**src/rtl/scan_seq_pkg.sv**
```systemverilog
package scan_seq_pkg;
  typedef enum logic [2:0] {
    PH_IDLE, PH_FLUSH, PH_SHIFT, PH_CAPT, PH_UNLD
  } phase_e;
endpackage

```
**src/rtl/scan_core.sv**
```systemverilog
module scan_core #(
  parameter int NSFF = 4,
  parameter int NPI  = 2,
  parameter int NPO  = 2
) (
  input  logic [NSFF-1:0] ps_i,
  input  logic [NPI-1:0]  pi_i,
  output logic [NSFF-1:0] ns_o,
  output logic [NPO-1:0]  po_o
);
  for (genvar i = 0; i < NSFF; i++) begin : g_ns
    assign ns_o[i] = ps_i[i] ^ ps_i[(i+1) % NSFF] ^ pi_i[i % NPI];
  end
  for (genvar j = 0; j < NPO; j++) begin : g_po
    assign po_o[j] = ps_i[j % NSFF] & pi_i[j % NPI];
  end
endmodule

```
**src/rtl/scan_chain.sv**
```systemverilog
module scan_chain #(
  parameter int NSFF = 4
) (
  input  logic            clk_i,
  input  logic            rst_ni,
  input  logic            en_i,
  input  logic            tc_i,
  input  logic            sin_i,
  input  logic [NSFF-1:0] d_i,
  output logic [NSFF-1:0] q_o,
  output logic            sout_o
);
  for (genvar i = 0; i < NSFF; i++) begin : g_sff
    logic ser;
    if (i == 0) begin : g_head
      assign ser = sin_i;
    end else begin : g_body
      assign ser = q_o[i-1];
    end
    always_ff @(posedge clk_i or negedge rst_ni) begin
      if (!rst_ni)   q_o[i] <= 1'b0;
      else if (en_i) q_o[i] <= tc_i ? d_i[i] : ser;
    end
  end
  assign sout_o = q_o[NSFF-1];
endmodule

```
**src/rtl/scan_seq_ctrl.sv**
```systemverilog
module scan_seq_ctrl
  import scan_seq_pkg::*;
#(
  parameter int NSFF  = 4,
  parameter int NCOMB = 4,
  parameter int BW    = 3,
  parameter int VW    = 3,
  parameter int CW    = 6
) (
  input  logic          clk_i,
  input  logic          rst_ni,
  input  logic          start_i,
  output phase_e        phase_o,
  output logic [BW-1:0] bit_o,
  output logic [VW-1:0] vec_o,
  output logic [CW-1:0] cyc_o,
  output logic          done_o
);
  phase_e        ph_q;
  logic [BW-1:0] bit_q;
  logic [VW-1:0] vec_q;
  logic [CW-1:0] cyc_q;
  logic          done_q;

  always_ff @(posedge clk_i or negedge rst_ni) begin
    if (!rst_ni) begin
      ph_q   <= PH_IDLE;
      bit_q  <= '0;
      vec_q  <= '0;
      cyc_q  <= '0;
      done_q <= 1'b0;
    end else begin
      done_q <= 1'b0;
      if (ph_q != PH_IDLE) cyc_q <= cyc_q + 1'b1;
      unique case (ph_q)
        PH_IDLE: if (start_i) begin
          ph_q  <= PH_FLUSH;
          bit_q <= '0;
          vec_q <= '0;
          cyc_q <= '0;
        end
        PH_FLUSH: begin
          if (bit_q == BW'(NSFF + 3)) begin
            ph_q  <= PH_SHIFT;
            bit_q <= '0;
          end else bit_q <= bit_q + 1'b1;
        end
        PH_SHIFT: begin
          if (bit_q == BW'(NSFF - 1)) begin
            ph_q  <= PH_CAPT;
            bit_q <= '0;
          end else bit_q <= bit_q + 1'b1;
        end
        PH_CAPT: begin
          vec_q <= vec_q + 1'b1;
          ph_q  <= (vec_q == VW'(NCOMB - 1)) ? PH_UNLD : PH_SHIFT;
        end
        PH_UNLD: begin
          if (bit_q == BW'(NSFF - 1)) begin
            ph_q   <= PH_IDLE;
            bit_q  <= '0;
            done_q <= 1'b1;
          end else bit_q <= bit_q + 1'b1;
        end
        default: ph_q <= PH_IDLE;
      endcase
    end
  end

  assign phase_o = ph_q;
  assign bit_o   = bit_q;
  assign vec_o   = vec_q;
  assign cyc_o   = cyc_q;
  assign done_o  = done_q;
endmodule

```
**src/rtl/scan_seq_top.sv**
```systemverilog
module scan_seq_top
  import scan_seq_pkg::*;
#(
  parameter int NSFF  = 4,
  parameter int NPI   = 2,
  parameter int NPO   = 2,
  parameter int NCOMB = 4,
  localparam int TOTAL = (NCOMB + 2) * NSFF + NCOMB + 4,
  localparam int IW    = $clog2(NCOMB),
  localparam int CW    = $clog2(TOTAL + 1)
) (
  input  logic            clk_i,
  input  logic            rst_ni,
  input  logic            start_i,
  input  logic            wr_en_i,
  input  logic [IW-1:0]   wr_idx_i,
  input  logic [NPI-1:0]  wr_pi_i,
  input  logic [NSFF-1:0] wr_ps_i,
  input  logic [NPO-1:0]  wr_po_i,
  input  logic [NSFF-1:0] wr_ns_i,
  output logic            tc_o,
  output logic            sin_o,
  output logic            sout_o,
  output logic            clk_en_o,
  output logic            done_o,
  output logic            fail_o,
  output logic [CW-1:0]   fail_cyc_o,
  output logic [CW-1:0]   cyc_cnt_o
);
  localparam int BW = $clog2(NSFF + 4);
  localparam int VW = $clog2(NCOMB + 1);
  localparam int SW = (NSFF > 1) ? $clog2(NSFF) : 1;

  phase_e        ph;
  logic [BW-1:0] bit_c;
  logic [VW-1:0] vec_c;
  logic [CW-1:0] cyc_c;
  logic [BW-1:0] fl_ref;
  logic [SW-1:0] sidx;
  logic [IW-1:0] cur, prev;
  logic [NSFF-1:0] chain_q, core_ns;
  logic [NPI-1:0]  core_pi;
  logic [NPO-1:0]  core_po;
  logic            mis, fail_q;
  logic [CW-1:0]   fcyc_q;

  logic [NPI-1:0]  tab_pi [NCOMB];
  logic [NSFF-1:0] tab_ps [NCOMB];
  logic [NPO-1:0]  tab_po [NCOMB];
  logic [NSFF-1:0] tab_ns [NCOMB];

  scan_seq_ctrl #(.NSFF(NSFF), .NCOMB(NCOMB), .BW(BW), .VW(VW), .CW(CW)) ctrl_i (
    .clk_i, .rst_ni, .start_i,
    .phase_o(ph), .bit_o(bit_c), .vec_o(vec_c), .cyc_o(cyc_c), .done_o(done_o)
  );

  always_ff @(posedge clk_i or negedge rst_ni) begin
    if (!rst_ni) begin
      for (int v = 0; v < NCOMB; v++) begin
        tab_pi[v] <= '0;
        tab_ps[v] <= '0;
        tab_po[v] <= '0;
        tab_ns[v] <= '0;
      end
    end else if (wr_en_i && ph == PH_IDLE) begin
      tab_pi[wr_idx_i] <= wr_pi_i;
      tab_ps[wr_idx_i] <= wr_ps_i;
      tab_po[wr_idx_i] <= wr_po_i;
      tab_ns[wr_idx_i] <= wr_ns_i;
    end
  end

  assign cur     = IW'(vec_c);
  assign prev    = IW'(vec_c - 1'b1);
  assign sidx    = SW'(NSFF - 1) - SW'(bit_c);
  assign fl_ref  = bit_c - BW'(NSFF);
  assign core_pi = (ph == PH_UNLD) ? '0 : tab_pi[cur];

  assign clk_en_o = (ph != PH_IDLE);
  assign tc_o     = (ph == PH_IDLE) || (ph == PH_CAPT);

  always_comb begin
    unique case (ph)
      PH_FLUSH: sin_o = bit_c[1];
      PH_SHIFT: sin_o = tab_ps[cur][sidx];
      default:  sin_o = 1'b0;
    endcase
  end

  scan_core #(.NSFF(NSFF), .NPI(NPI), .NPO(NPO)) core_i (
    .ps_i(chain_q), .pi_i(core_pi), .ns_o(core_ns), .po_o(core_po)
  );

  scan_chain #(.NSFF(NSFF)) chain_i (
    .clk_i, .rst_ni, .en_i(clk_en_o), .tc_i(tc_o), .sin_i(sin_o),
    .d_i(core_ns), .q_o(chain_q), .sout_o(sout_o)
  );

  always_comb begin
    unique case (ph)
      PH_FLUSH: mis = (bit_c >= BW'(NSFF)) && (sout_o != fl_ref[1]);
      PH_SHIFT: mis = (vec_c != '0) && (sout_o != tab_ns[prev][sidx]);
      PH_CAPT:  mis = (core_po != tab_po[cur]);
      PH_UNLD:  mis = (sout_o != tab_ns[prev][sidx]);
      default:  mis = 1'b0;
    endcase
  end

  always_ff @(posedge clk_i or negedge rst_ni) begin
    if (!rst_ni) begin
      fail_q <= 1'b0;
      fcyc_q <= '0;
    end else if (ph == PH_IDLE && start_i) begin
      fail_q <= 1'b0;
      fcyc_q <= '0;
    end else if (mis && !fail_q) begin
      fail_q <= 1'b1;
      fcyc_q <= cyc_c;
    end
  end

  assign fail_o     = fail_q;
  assign fail_cyc_o = fcyc_q;
  assign cyc_cnt_o  = cyc_c;
endmodule

```
**config.mk**
```make
export PLATFORM = sky130hd
export DESIGN_NAME = scan_seq_top
export DESIGN_NICKNAME = d
export VERILOG_FILES = /design/src/rtl/scan_seq_pkg.sv /design/src/rtl/scan_core.sv /design/src/rtl/scan_chain.sv /design/src/rtl/scan_seq_ctrl.sv /design/src/rtl/scan_seq_top.sv
export SDC_FILE = /design/constraint.sdc
export NUM_CORES = 1
export LEC_CHECK = 0
export ABC_AREA = 1
export BUFFER_PORTS_ARGS = -buffer_cell sky130_fd_sc_hd__clkbuf_2
export CAP_MARGIN = 0
export CORE_UTILIZATION = 50
export CTS_CLUSTER_SIZE = 12
export DETAILED_ROUTE_END_ITERATION = 12
export PLACE_DENSITY_LB_ADDON = 0.12
export SYNTH_ARGS = -nofsm -noshare
export SYNTH_HDL_FRONTEND = slang
export SYNTH_SLANG_ARGS = --single-unit
```
**constraint.sdc**
```tcl
create_clock -name clk_i -period 4 [get_ports clk_i]
set_input_delay 0.8 -clock clk_i [delete_from_list [all_inputs] [get_ports clk_i]]
set_output_delay 0.8 -clock clk_i [all_outputs]
set_load 0.02 [all_outputs]
```
# Word level (Yosys, flattened, before mapping)
# Cells that the tools add are included.
dict set report word_totals {
  regBits 75
  elab_cells 135
  out_inout_bits 18
  input_bits 18
}
dict set report op_classes {
  order_cmp 6
  bitwise_logic 13
  n_addsub 6
  n_mux 51
  eq_ne 14
  reduce_logical 18
}
# cell n
set ops {}
lappend ops {{$bwmux W16} 2}
lappend ops {{$mux W6} 5}
lappend ops {{$mux W3} 8}
lappend ops {{$mux W4} 5}
lappend ops {{$bmux W4 S2} 2}
lappend ops {{$bwmux W8} 2}
lappend ops {{$pmux W3 S5} 1}
lappend ops {{$eq A3 B2 Y1 const B} 4}
lappend ops {{$ge A3 B3 Y1 const B} 4}
lappend ops {{$mux W2} 6}
lappend ops {{$mux W1} 10}
lappend ops {{$not A2 Y3} 3}
lappend ops {{$pmux W3 S3} 1}
lappend ops {{$reduce_bool A3 Y1} 3}
lappend ops {{$bmux W2 S2} 2}
lappend ops {{$demux W4 S2} 1}
lappend ops {{$xor A1 B1 Y1} 8}
lappend ops {{$add A3 B1 Y3 const B} 2}
lappend ops {{$add A6 B1 Y6 const B} 1}
lappend ops {{$eq A3 B3 Y1 const B} 2}
lappend ops {{$logic_and A1 B1 Y1} 6}
lappend ops {{$ne A2 B1 Y1 const B} 3}
lappend ops {{$pmux W3 S2} 1}
lappend ops {{$bmux W1 S2} 2}
lappend ops {{19 further kinds} 24}

# Depth between registers and ports, before layout
# Gate-level depths: netlist (run 1).
dict set report logic_depth {
  word_depth 13
  ltp_mapped 15
  depth_no_buf 14
}

# Cells and area by module
# Synthesis (run 1) repeated with hierarchy kept, for this count alone.
dict set report hier_totals {
  hier_cells 501
  area_unflattened_um2 4078.9
}
# module seq_area_each_um2 area_per_inst_um2 n_inst cells_each
set by_module_without_submodules {}
lappend by_module_without_submodules {scan_seq_top 1376.3 2778.9 1 316}
lappend by_module_without_submodules {scan_seq_ctrl 400.4 924.6 1 115}
lappend by_module_without_submodules {scan_chain 100.1 247.7 1 38}
lappend by_module_without_submodules {scan_core 0.0 127.6 1 32}

# Least setup slack after synthesis (run 1)
# No wires, ideal clock.
dict set report synth_path {
  kind {reg2out}
  from {register ctrl_i.vec_q[0] (netlist: ctrl_i.vec_o[0])}
  to {output sin_o}
  t_arrival_ns 1.472
  t_required_ns 3.200
  n_path_buf 3
  setup_slack_ns 1.728
  path_stages_with_launch 10
  path_cell_list {dfrtp_1 buf_6 buf_2 buf_2 o21ai_0 nand3_1 nand3_1 nand2_1 a22oi_1 inv_1}
}
dict set report synth_via {
  elab_chain_cells 7
}
# element line
set synth_rtl {}
lappend synth_rtl {{start, declared} scan_seq_ctrl.sv:21} ;# logic [VW-1:0] vec_q;
lappend synth_rtl {{start signal, assigned} scan_seq_ctrl.sv:55} ;# vec_q <= vec_q + 1'b1;
lappend synth_rtl {{$not A2 Y3 (not written as such)} scan_seq_top.sv:85} ;# PH_SHIFT: sin_o = tab_ps[cur][sidx];
lappend synth_rtl {{$bmux W4 S2} scan_seq_top.sv:85}
lappend synth_rtl {{$mux W4 (not written as such) (2 in series)} scan_seq_top.sv:85}
lappend synth_rtl {{$bmux W1 S2} scan_seq_top.sv:85}
lappend synth_rtl {{$mux W1 (not written as such)} scan_seq_top.sv:85}
lappend synth_rtl {{$pmux W1 S2} scan_seq_top.sv:83} ;# unique case (ph)
lappend synth_rtl {{end, declared} scan_seq_top.sv:22} ;# output logic sin_o,
# Every way passes these cells. The select of a mux whose other input is x is not followed.

# Worst setup path in the final report (run 1)
# Same ends and word-level chain as after synthesis.

==> key figures, run 1 <==
Drt
  • Vias per cell: 5.103
  • Post-Route WL: 8.070 mm
  • Routed wire per std cell: 13.68 um
  • Routed Antenna Nets: 0
  • DRC: 0
  • Via count: 3011
  • Iter 0 DRT Violations: between 200 and 250
  • DR pass1 iterations: 4

Logic synthesis
  • Synth cell types: 31
  • Post-synth EDFFs: 0
  • Yosys warns: 0
  • Post-synthesis sequential area ratio: 0.4964
  • Synth Register Bits: 75
  • Synth area leader: dfrtp_1
  • Post-synth top area share: 0.4964
  • Synthesized area: 3781 um2
  • Nets in the synthesized netlist: about 480
  • Synth top area cells: dfrtp_1, nand2_1, o21ai_0, inv_1, nand3_1
  • Top FF cell, synth: dfrtp_1
  • Syn_area_per_cell: 8.365 um2
  • Cell count after synthesis: 452
  • Async set or reset register ratio after synthesis: 1.000

Clocking
  • Setup bufs post-CTS: 0
  • Clk_lat worst skew: 0.35 ns
  • Worst-case clock buffer depth: 2
  • Clock sink count: 75
  • Root buf cell: clkbuf_8
  • Worst-path clk slew: around 0.080 ns
  • H-tree levels: 3
  • PostCTS Resize Cnt: 0
  • CTS tree: yes
  • CTS Hold Bufs: 0
  • Num CTS Buffers: 9

STA
  • Actual slew at the worst max-slew pin: 0.9301 ns
  • Hold_ws: 0.4975 ns
  • Final Critical Period: 2.782 ns
  • Final hold violation count: 0
  • Final period util: 0.6954
  • Setup TNS: 0 ns
  • Clock skew: 0.007283 ns
  • Fmax: 359.5 MHz
  • Final-report setup violation count: 0
  • Rel. slew slack: 0.3800
  • RSZ-0062 raised after global routing: no
  • Final Slew Violations: 0

Global routing
  • Largest net degree at the start of global routing: 76
  • Initial antenna violation count: 0
  • First-pass GRT wire length: 13.99 mm
  • Global Route Usage Sum: 0.2361
  • GRT overflow: 0
  • Vias in the first global route: a little under 3000

Worst setup path
  • CP arrival: 1.98 ns
  • Crit path kind: flip-flop to output pin
  • Critical path's largest stage delay: roughly 0.39 ns
  • Most common cell on crit path: nand3_1
  • Crit end category: output pin
  • CP startpoint kind: flip-flop
  • R2R cell count: 13
  • Worst Path Required: 3.20 ns
  • Crit-path slowest cell: dfrtp_1
  • Critical Path Fanout Max: 25
  • Crit-path cells: inv_2 -> a21oi_1 -> o21ai_0 -> nand3_1 -> nand3_1 -> nand2_1 -> a22oi_1 -> inv_1 -> clkbuf_2

Power and ir drop
  • Maximum VDD drop: 0.3896 mV
  • P per Cell Area: approximately 830 nW/um2
  • Leakage: approximately 2.1 nW

Floorplan
  • Die area: 7914 um2
  • Cell Rows: 31
  • Placeable Area: 7292 um2
  • Die Ht: 88.96 um
  • Die width: between 80 and 90 um
  • Initial Utilization: 0.5185
  • I/O pin count: 36

Finish
  • Ant diodes: 0
  • # nets final: 512
  • Area grow syn2layout: 11.25%
  • Commonest non-fill, non-tap cell in the layout: nand2_1
  • Ratio of cells with drive above 1 in the final layout: 0.1507
  • Fillers: 735
  • Most frequent cells in the layout: nand2_1, dfrtp_1, inv_1, o21ai_0, nand3_1

Run
  • Max-cap violations: 0

Placed design
  • Port bufs: 35
  • Final GP Congestion: 0.8715
  • DP HPWL: 5.620 mm

Hold path
  • HP Class: flip-flop to flip-flop
  • Cells on Worst Hold Path: 1

Status
  • Status: finished clean
==> metal layers <==
layer | track usage | up-vias | routed length, um
li1 | - | 1535 | -
met1 | 0.3209 | 1419 | 3881
met2 | 0.3685 | 46 | 3824
met3 | 0.06371 | 11 | 273
met4 | 0.08081 | 0 | 90
met5 | 0 | - | 0
==> critical path, delay by kind of cell (launching register included) <==
kind            cells  cell delay (ns)
compound gates      3             0.46
simple gates        3             0.23
buf+inv             3             0.55
flops               1             0.39
==> through the flow <==
stage,util,instances,worst slack (ns),cell area (um2),power (mW)
6_report,0.5769,590,1.218,4207,3.497
4_1_cts,0.5769,590,1.217,4207,3.522
5_1_grt,0.5769,590,1.014,4207,3.846
3_3_place_gp,0.5503,574,1.665,4013,2.879
3_5_place_dp,0.5503,574,1.626,4013,2.922
2_1_floorplan,-,452,1.728,3781,2.518
==> final cells by class <==
| class | instances | area, um2 | share of cell area |
|---|---|---|---|
| clock buffer | 11 | 141.4 | 0.03361 |
| inverter | 71 | 266.5 | 0.06336 |
| sequential | 75 | 1877 | 0.4462 |
| multi-input combinational | 291 | 1545 | 0.3673 |
| timing repair buffer | 38 | 200.2 | 0.04759 |
| clock inverter | 5 | 52.55 | 0.01249 |
| tap | 99 | 123.9 | 0.02945 |
==> final timing paths <==
check | end | slack [ns] | from
max in group asynchronous | ctrl_i.bit_o[2] | 2.82 | rst_ni
max reg2reg | fail_cyc_o[1] | 1.60 | ctrl_i.vec_o[1]
min in group asynchronous | tab_ns[15] | 0.59 | rst_ni
min reg2reg | ctrl_i.cyc_o[5] | 0.50 | ctrl_i.cyc_o[5]
min | ctrl_i.cyc_o[5] | 0.50 | ctrl_i.cyc_o[5]
max | sin_o | 1.22 | ctrl_i.vec_o[0]
==> power by group <==
part	internal (mW)	switching (mW)
Combinational	0.562	1.04
Clock	0.302	0.283
Sequential	1.11	0.199
==> synthesized netlist by cell type, types with 2 or more instances <==
cell type and count:
nand2_1 114, dfrtp_1 75, inv_1 68, o21ai_0 57, nand3_1 41, a21oi_1 18, mux2_2 10, buf_2 8
ha_1 8, nor2_1 8, nand4_1 5, nor3_1 4, o211ai_1 4, o22ai_1 4, buf_6 3, clkbuf_1 3
xor2_1 3, inv_2 2, nand2_4 2, nor3_2 2, nor3_4 2, o221ai_1 2
==> sequential cells by signal, summed over array words and instances, names as in the netlist <==
signal and cells:
chain_i.g_sff.ser 3, chain_i.sout_o 1, ctrl_i.bit_o 3, ctrl_i.cyc_o 6
ctrl_i.done_o 1, ctrl_i.phase_o 3, ctrl_i.vec_o 3, fail_cyc_o 6
fail_o 1, tab_ns 16, tab_pi 8, tab_po 8
tab_ps 16
==> logic make-up (layout without fill, tap and decap cells) <==
logic type	Yosys count	after routing	synth area share
AO/OA/AOI/OAI	88	88	0.1244
XOR/XNOR	4	4	0.009267
adder cells (fa/ha/maj)	8	8	0.02647
buffers and inverters	86	125	0.09497
flip-flops	75	75	0.4964
multiplexers	10	10	0.02978
AND/OR/NAND/NOR	181	181	0.2187
(Power assumes the default switching activity.)
==> run 2: changes to the inputs <==
==> constraint.sdc (replaced) <==
create_clock -name clk_i -period 2.8 [get_ports clk_i]
set_input_delay 0.56 -clock clk_i [delete_from_list [all_inputs] [get_ports clk_i]]
set_output_delay 0.56 -clock clk_i [all_outputs]
set_load 0.02 [all_outputs]
==> run 2 against run 1 <==
Effect of this change:
- worst hold slack got worse by 0.16 ns
- sequential power rose by 44%
- global-route usage rose by 0.15 points
- setup slack worse by 0.94 ns
- design area did not move
- largest cell class unchanged
==> key figures, run 2 (synthesized netlist as in run 1, its figures left out) <==
Worst setup path
  • Critical Path End: sin_o (unchanged)
  • Worst Path Required: 2.24 ns (was 3.20 ns)
  • Crit path from: ctrl_i.vec_o[1] (was ctrl_i.vec_o[0])
  • Critical Path Fanout Max: 10 (was 25)
  • Reg2reg setup slack: 0.45 ns (was 1.60 ns)
  • Crit path kind: flip-flop to output pin (unchanged)
  • Crit end category: output pin (unchanged)
  • R2R cell count: 13 (unchanged)
  • RR Endpoint: fail_cyc_o[4] (was fail_cyc_o[1])
  • Reg2reg start: ctrl_i.vec_o[1] (unchanged)
  • CP arrival: 1.96 ns (was 1.98 ns)
  • CP startpoint kind: flip-flop (unchanged)

Power and ir drop
  • Leakage: 2.144 nW (was 2.138 nW)
  • Maximum VDD drop: 0.4769 mV (was 0.3896 mV)
  • P per Cell Area: 1177 nW/um2 (was 831.4 nW/um2)

Drt
  • Vias per cell: 5.200 (was 5.103)
  • Routed wire per std cell: 14.03 um (was 13.68 um)
  • Post-Route WL: 8.291 mm (was 8.070 mm)
  • DR pass1 iterations: 4 (unchanged)
  • Routed Antenna Nets: 0 (unchanged)
  • Iter 0 DRT Violations: 179 (was 210)
  • DRC: 0 (unchanged)
  • Via count: 3073 (was 3011)

STA
  • PnR worst setup slack: 0.2794 ns (was 1.218 ns)
  • Setup TNS: 0 ns (unchanged)
  • RSZ-0062 raised after global routing: no (unchanged)
  • Final Slew Violations: 0 (unchanged)
  • Final hold violation count: 0 (unchanged)
  • Final period util: 0.9002
  • Fmax: 396.7 MHz
  • Rel. slew slack: 0.3701 (was 0.3800)
  • Clock skew: 0.006841 ns (was 0.007283 ns)
  • Hold_ws: 0.3344 ns (was 0.4975 ns)
  • Final Critical Period: 2.521 ns
  • Final-report setup violation count: 0 (unchanged)
  • Actual slew at the worst max-slew pin: 0.9449 ns (was 0.9301 ns)

Placed design
  • Setup WS pre-CTS: 0.5373 ns (was 1.626 ns)
  • Final GP Congestion: 0.8621 (was 0.8715)
  • Port bufs: 35 (unchanged)
  • Placed inst area: 4028 um2 (was 4013 um2)
  • DP HPWL: 5.906 mm (was 5.620 mm)

Global routing
  • Vias in the first global route: 2919 (was 2975)
  • First-pass GRT wire length: 14.10 mm (was 13.99 mm)
  • Largest net degree at the start of global routing: 76 (unchanged)
  • Initial antenna violation count: 0 (unchanged)
  • Global Route Usage Sum: 0.2376 (was 0.2361)
  • GRT overflow: 0 (unchanged)

Finish
  • # nets final: 514 (was 512)
  • Ratio of cells with drive above 1 in the final layout: 0.1524 (was 0.1507)
  • Ant diodes: 0 (unchanged)
  • Top Registers: tab_ns: 16 flops, tab_ps: 16 flops (unchanged)
  • Fin util: 0.5769 (unchanged)
  • Area grow syn2layout: 11.25% (unchanged)
  • Commonest non-fill, non-tap cell in the layout: nand2_1 (unchanged)
  • Finished Cell Area: 4207 um2 (unchanged)
  • Most frequent cells in the layout: nand2_1, dfrtp_1, inv_1, o21ai_0, nand3_1 (unchanged)

Floorplan
  • Die area: 7914 um2 (unchanged)
  • Die Ht: 88.96 um (unchanged)
  • Placeable Area: 7292 um2 (unchanged)
  • Die width: 88.96 um (unchanged)
  • Initial Utilization: 0.5185 (unchanged)
  • I/O pin count: 36 (unchanged)
  • Cell Rows: 31 (unchanged)

Run
  • Max-cap violations: 0 (unchanged)

Clocking
  • PostCTS Resize Cnt: 0 (unchanged)
  • Worst-case clock buffer depth: 2 (unchanged)
  • Root buf cell: clkbuf_8 (unchanged)
  • Clk_lat worst skew: 0.34 ns (was 0.35 ns)
  • Clock sink count: 75 (unchanged)
  • H-tree levels: 3 (unchanged)
  • CTS Hold Bufs: 0 (unchanged)
  • Setup bufs post-CTS: 0 (unchanged)
  • CTS tree: yes (unchanged)
  • Num CTS Buffers: 9 (unchanged)
  • Worst-path clk slew: 0.08 ns (about the same)

Hold path
  • HP Class: input port to asynchronous set/reset pin (was flip-flop to flip-flop)

Status
  • Status: finished clean (unchanged)
-- run 2: changes by cell type in the layout (fill, tap and decap cells not counted), sizes merged --
cell,previous run,this run
clkinvlp,1,0
bufinv,1,0
clkinv,4,3
clkbuf,45,47
buf,4,6
-- run 2: report_power, final --
| group | internal, mW | switching (mW) |
|---|---|---|
| logic | 0.810 | 1.49 |
| clock network | 0.388 | 0.383 |
| registers | 1.59 | 0.287 |
| total | 2.79 | 2.16 |
-- run 2: critical path, stage by stage (launching register included) --
cell      delay [ns]
dfrtp_1         0.52
inv_2           0.23
a21oi_1         0.06
o21ai_0         0.08
nand3_1         0.09
nand3_1         0.10
nand2_1         0.07
a22oi_1         0.23
inv_1           0.07
clkbuf_2        0.16
-- run 2: how the worst min path moves through the flow --
| stage | from | end | slack, ns |
|---|---|---|---|
| after floorplan | rst_ni | chain_i.g_sff[1].ser | 0.26 |
| after global placement | ctrl_i.cyc_o[5] | ctrl_i.cyc_o[5] | 0.47 |
| after detailed placement | ctrl_i.cyc_o[5] | ctrl_i.cyc_o[5] | 0.49 |
| after CTS | rst_ni | tab_po[4] | 0.39 |
| after global routing | rst_ni | tab_po[2] | 0.45 |
| final | rst_ni | tab_po[4] | 0.33 |
-- run 2: metrics by stage --
step	std cells	total power, mW
finish	591	4.952
global route	591	5.428
CTS	591	4.983
detailed placement	576	4.192
global placement	576	4.130
floorplan	452	3.597
-- run 2: final cells by class --
class                   count  area, um2
repair buffers             40      215.2
multi-input cells         291       1545
clock inverters             2      10.01
flip-flops and latches     75       1877
inverters                  71      266.5
fillers                   710       3085
well taps                  99      123.9
clock buffers              13      168.9
-- run 2: metal layers --
layer,vias to the layer above,part of all wire,track usage
met2,40,0.49,0.3804
li1,1531,-,-
met1,1498,0.47,0.3276
met3,4,0.031,0.03786
met5,-,0,0
met4,0,0.0058,0.09091
==> run 3: changes to the inputs <==
--- a/config.mk
+++ b/config.mk
@@ -5,9 +5,9 @@
 export SDC_FILE = /design/constraint.sdc
 export NUM_CORES = 1
 export LEC_CHECK = 0
-export ABC_AREA = 1
 export BUFFER_PORTS_ARGS = -buffer_cell sky130_fd_sc_hd__clkbuf_2
 export CAP_MARGIN = 0
+export CORE_ASPECT_RATIO = 2
 export CORE_UTILIZATION = 50
 export CTS_CLUSTER_SIZE = 12
 export DETAILED_ROUTE_END_ITERATION = 12
==> run 3 against run 2 <==
Effect of this change:
- global-route usage decreased by 1.4 points
- combinational power down 7%
- first-iteration DRC count shrank 15%
- clock power up 48%
- critical path depth shrank 4
- largest cell class unchanged
- critical path type unchanged
- core utilization grew 2.4 points
- clock skew fell by 0.00087 ns
- sequential cell count did not move
==> key figures, run 3 <==
Status
  • Status: finished clean (unchanged)

Clocking
  • H-tree levels: 3 (unchanged)
  • Root buf cell: clkbuf_16 (was clkbuf_8)
  • Clk_lat worst skew: 0.33 ns (was 0.34 ns)
  • CTS Hold Bufs: 0 (unchanged)
  • Clock sink count: 75 (unchanged)
  • Worst-path clk slew: 0.06 ns (was 0.08 ns)
  • CTS tree: yes (unchanged)
  • Worst-case clock buffer depth: 2 (unchanged)
  • Num CTS Buffers: 9 (unchanged)

Placed design
  • Placed inst area: 4051 um2 (was 4028 um2)
  • Port bufs: 35 (unchanged)
  • Setup WS pre-CTS: 0.1408 ns (was 0.5373 ns)
  • DP HPWL: 5.563 mm (was 5.906 mm)
  • Final GP Congestion: 0.7878 (was 0.8621)
  • Dpl cells: 420 (was 576)

Logic synthesis
  • Proportion of synthesized area in mux cells: 0.2661 (was 0.02978)
  • Cell with the most instances after synthesis: dfrtp_1 (was nand2_1)
  • Top FF cell, synth: dfrtp_1 (unchanged)
  • Post-synthesis compound-gate area fraction: 0.07176 (was 0.1244)
  • Async set or reset register ratio after synthesis: 1.000 (unchanged)
  • Syn_area_per_cell: 12.47 um2 (was 8.365 um2)
  • Cell count after synthesis: 302 (was 452)
  • Synth cell types: 44 (was 31)
  • Synth Area in XOR/XNOR: 0.02292 (was 0.009265)
  • Post-synth EDFFs: 0 (unchanged)
  • Yosys warns: 0 (unchanged)
  • Post-synth top cells: dfrtp_1, mux2_2, nand2_1, inv_1, clkbuf_1 (was nand2_1, dfrtp_1, inv_1, o21ai_0, nand3_1)
  • Largest family of logic cells by synthesized area: multiplexers (was simple AND/OR/NAND/NOR gates)
  • Synth Register Bits: 75 (unchanged)
  • Synth Area in Simple Gates: 0.07608 (was 0.2187)
  • Nets in the synthesized netlist: 328 (was 478)
  • Synth top area cells: dfrtp_1, mux2_2, mux4_2, mux2i_1, mux4_1 (was dfrtp_1, nand2_1, o21ai_0, inv_1, nand3_1)
  • Synthesized area: 3766 um2 (was 3781 um2)
  • Post-synthesis sequential area ratio: 0.4983 (was 0.4964)
  • Synth area leader: dfrtp_1 (unchanged)
  • Adder-Cell Fraction of Synth Area: 0.02658 (was 0.02647)
  • Post-synth top area share: 0.4983 (was 0.4964)

Power and ir drop
  • Leakage: 1.972 nW (was 2.144 nW)
  • P per Cell Area: 1205 nW/um2 (was 1177 nW/um2)
  • Maximum VDD drop: 0.7529 mV (was 0.4769 mV)

Global routing
  • Vias in the first global route: 2666 (was 2919)
  • GRT overflow: 0 (unchanged)
  • Initial antenna violation count: 0 (unchanged)
  • Largest net degree at the start of global routing: 76 (unchanged)
  • First-pass GRT wire length: 13.18 mm (was 14.10 mm)
  • Global Route Usage Sum: 0.2233 (was 0.2376)

STA
  • Final period util: 0.9820 (was 0.9002)
  • Actual slew at the worst max-slew pin: 0.9387 ns (was 0.9449 ns)
  • Final hold violation count: 0 (unchanged)
  • Final Slew Violations: 0 (unchanged)
  • Rel. slew slack: 0.3742 (was 0.3701)
  • Clock skew: 0.005967 ns (was 0.006841 ns)
  • Final-report setup violation count: 0 (unchanged)
  • Fmax: 363.7 MHz (was 396.7 MHz)
  • PnR worst setup slack: 0.05043 ns (was 0.2794 ns)
  • RSZ-0062 raised after global routing: yes (was no)
  • Final Critical Period: 2.750 ns (was 2.521 ns)
  • Hold_ws: 0.3572 ns (was 0.3344 ns)

Worst setup path
  • Worst Path Required: 2.24 ns (about the same)
  • Crit path kind: flip-flop to output pin (unchanged)
  • RR Endpoint: fail_cyc_o[3] (was fail_cyc_o[4])
  • Crit end category: output pin (unchanged)
  • CP arrival: 2.19 ns (was 1.96 ns)
  • CP startpoint kind: flip-flop (unchanged)
  • R2R cell count: 9 (was 13)
  • Reg2reg start: ctrl_i.vec_o[0] (was ctrl_i.vec_o[1])
  • Critical Path Fanout Max: 6 (was 10)
  • Reg2reg setup slack: 0.18 ns (was 0.45 ns)

Drt
  • Iter 0 DRT Violations: 152 (was 179)
  • DR WL met2: 4.352 mm (was 4.059 mm)
  • Routed wire per std cell: 17.51 um (was 14.03 um)
  • Routed Antenna Nets: 0 (unchanged)
  • Top sig layer: met4 (unchanged)
  • Vias per cell: 5.680 (was 5.200)
  • DR pass1 iterations: 4 (unchanged)
  • Metal-1 WL: 2.897 mm (was 3.926 mm)
  • DRC: 0 (unchanged)
  • Met3 WL: 197 um (was 256 um)
  • Via count: 2482 (was 3073)
  • Post-Route WL: 7.653 mm (was 8.291 mm)

Hold path
  • HP Class: input port to asynchronous set/reset pin (unchanged)

Finish
  • Final cell count without fillers: 437 (was 591)
  • Ant diodes: 0 (unchanged)
  • Most frequent cells in the layout: dfrtp_1, mux2_2, clkbuf_2, nand2_1, inv_1 (was nand2_1, dfrtp_1, inv_1, o21ai_0, nand3_1)
  • # nets final: 366 (was 514)
  • Top Registers: tab_ns: 16 flops, tab_ps: 16 flops (unchanged)
  • Area taken by multi-input logic gates: 1755 um2 (was 1545 um2)
  • Ratio of cells with drive above 1 in the final layout: 0.3710 (was 0.1524)
  • Fin util: 0.6009 (was 0.5769)
  • Area grow syn2layout: 15.95% (was 11.25%)
  • Fillers: 623 (was 710)
  • Storage cell area: 1878 um2 (was 1877 um2)
  • Commonest non-fill, non-tap cell in the layout: dfrtp_1 (was nand2_1)
  • Finished Cell Area: 4367 um2 (was 4207 um2)

Floorplan
  • Die width: 63.37 um (was 88.96 um)
  • Cell Rows: 44 (was 31)
  • Initial Utilization: 0.5183 (was 0.5185)
  • Placeable Area: 7267 um2 (was 7292 um2)
  • Die area: 7904 um2 (was 7914 um2)
  • I/O pin count: 36 (unchanged)
  • Die Ht: 124.7 um (was 88.96 um)

Run
  • Max-cap violations: 0 (unchanged)
-- run 3: changes by cell type after synthesis, sizes merged, moves of 8 or more --
cell	before	now
a21oi	18	9
buf	12	4
clkbuf	3	14
inv	70	17
mux2	10	49
mux2i	0	12
mux4	0	14
nand2	116	24
nand3	42	7
o21ai	57	12
-- run 3: layout make-up --
type                       instances  share of cell area
tap                               92             0.02636
inverter                          17             0.01461
multi-input combinational        192              0.4020
sequential                        75              0.4301
timing repair buffer              45             0.05931
clock buffer                      11             0.05559
clock inverter                     5             0.01203
-- run 3: worst max path at each step --
stage	from	end	slack (ns)
after floorplan	ctrl_i.vec_o[1]	fail_cyc_o[0]	0.05
after global placement	ctrl_i.vec_o[0]	sin_o	0.23
after detailed placement	ctrl_i.vec_o[0]	fail_cyc_o[3]	0.14
after CTS	ctrl_i.vec_o[0]	sin_o	0.006
after global routing	ctrl_i.vec_o[0]	sin_o	-0.01
final	ctrl_i.vec_o[0]	sin_o	0.05
-- run 3: what timing repair did --
item	4_1_cts	5_1_grt
setup endpoints to repair	1	1
buffers inserted	1	0
pin swaps	0	1
resized for setup	4	3
-- run 3: logic make-up (layout without fill, tap and decap cells) --
kind of cell,after synthesis,count (layout)
adder cells (fa/ha/maj),8,8
buffers and inverters,35,78
XOR/XNOR,9,9
AND/OR/NAND/NOR,60,60
AO/OA/AOI/OAI,40,40
flip-flops,75,75
multiplexers,75,75
-- run 3: per-layer routing --
| layer | track usage | vias up |
|---|---|---|
| met1 | 0.2443 | 1250 |
| li1 | - | 1169 |
| met5 | 0 | - |
| met3 | 0.04670 | 15 |
| met4 | 0.1083 | 0 |
| met2 | 0.3967 | 48 |
-- run 3: power by group --
group | switching [mW] | leakage [nW] | internal [mW]
logic | 0.977 | 0.891 | 1.15
clock network | 0.434 | 0.145 | 0.709
registers | 0.424 | 0.937 | 1.57
-- run 3: critical path, stage by stage, from the launching register on --
cell       delay, ns
dfrtp_2         0.45
mux4_2          0.53
mux4_2          0.50
a2bb2oi_2       0.16
nor2_2          0.06
buf_6           0.15
-- run 3: stage by stage --
stage	setup TNS (ns)	power, mW
floorplan	0	3.552
CTS	0	5.302
finish	0	5.260
detailed placement	0	4.111
global placement	0	4.034
global route	-0.01239	5.630
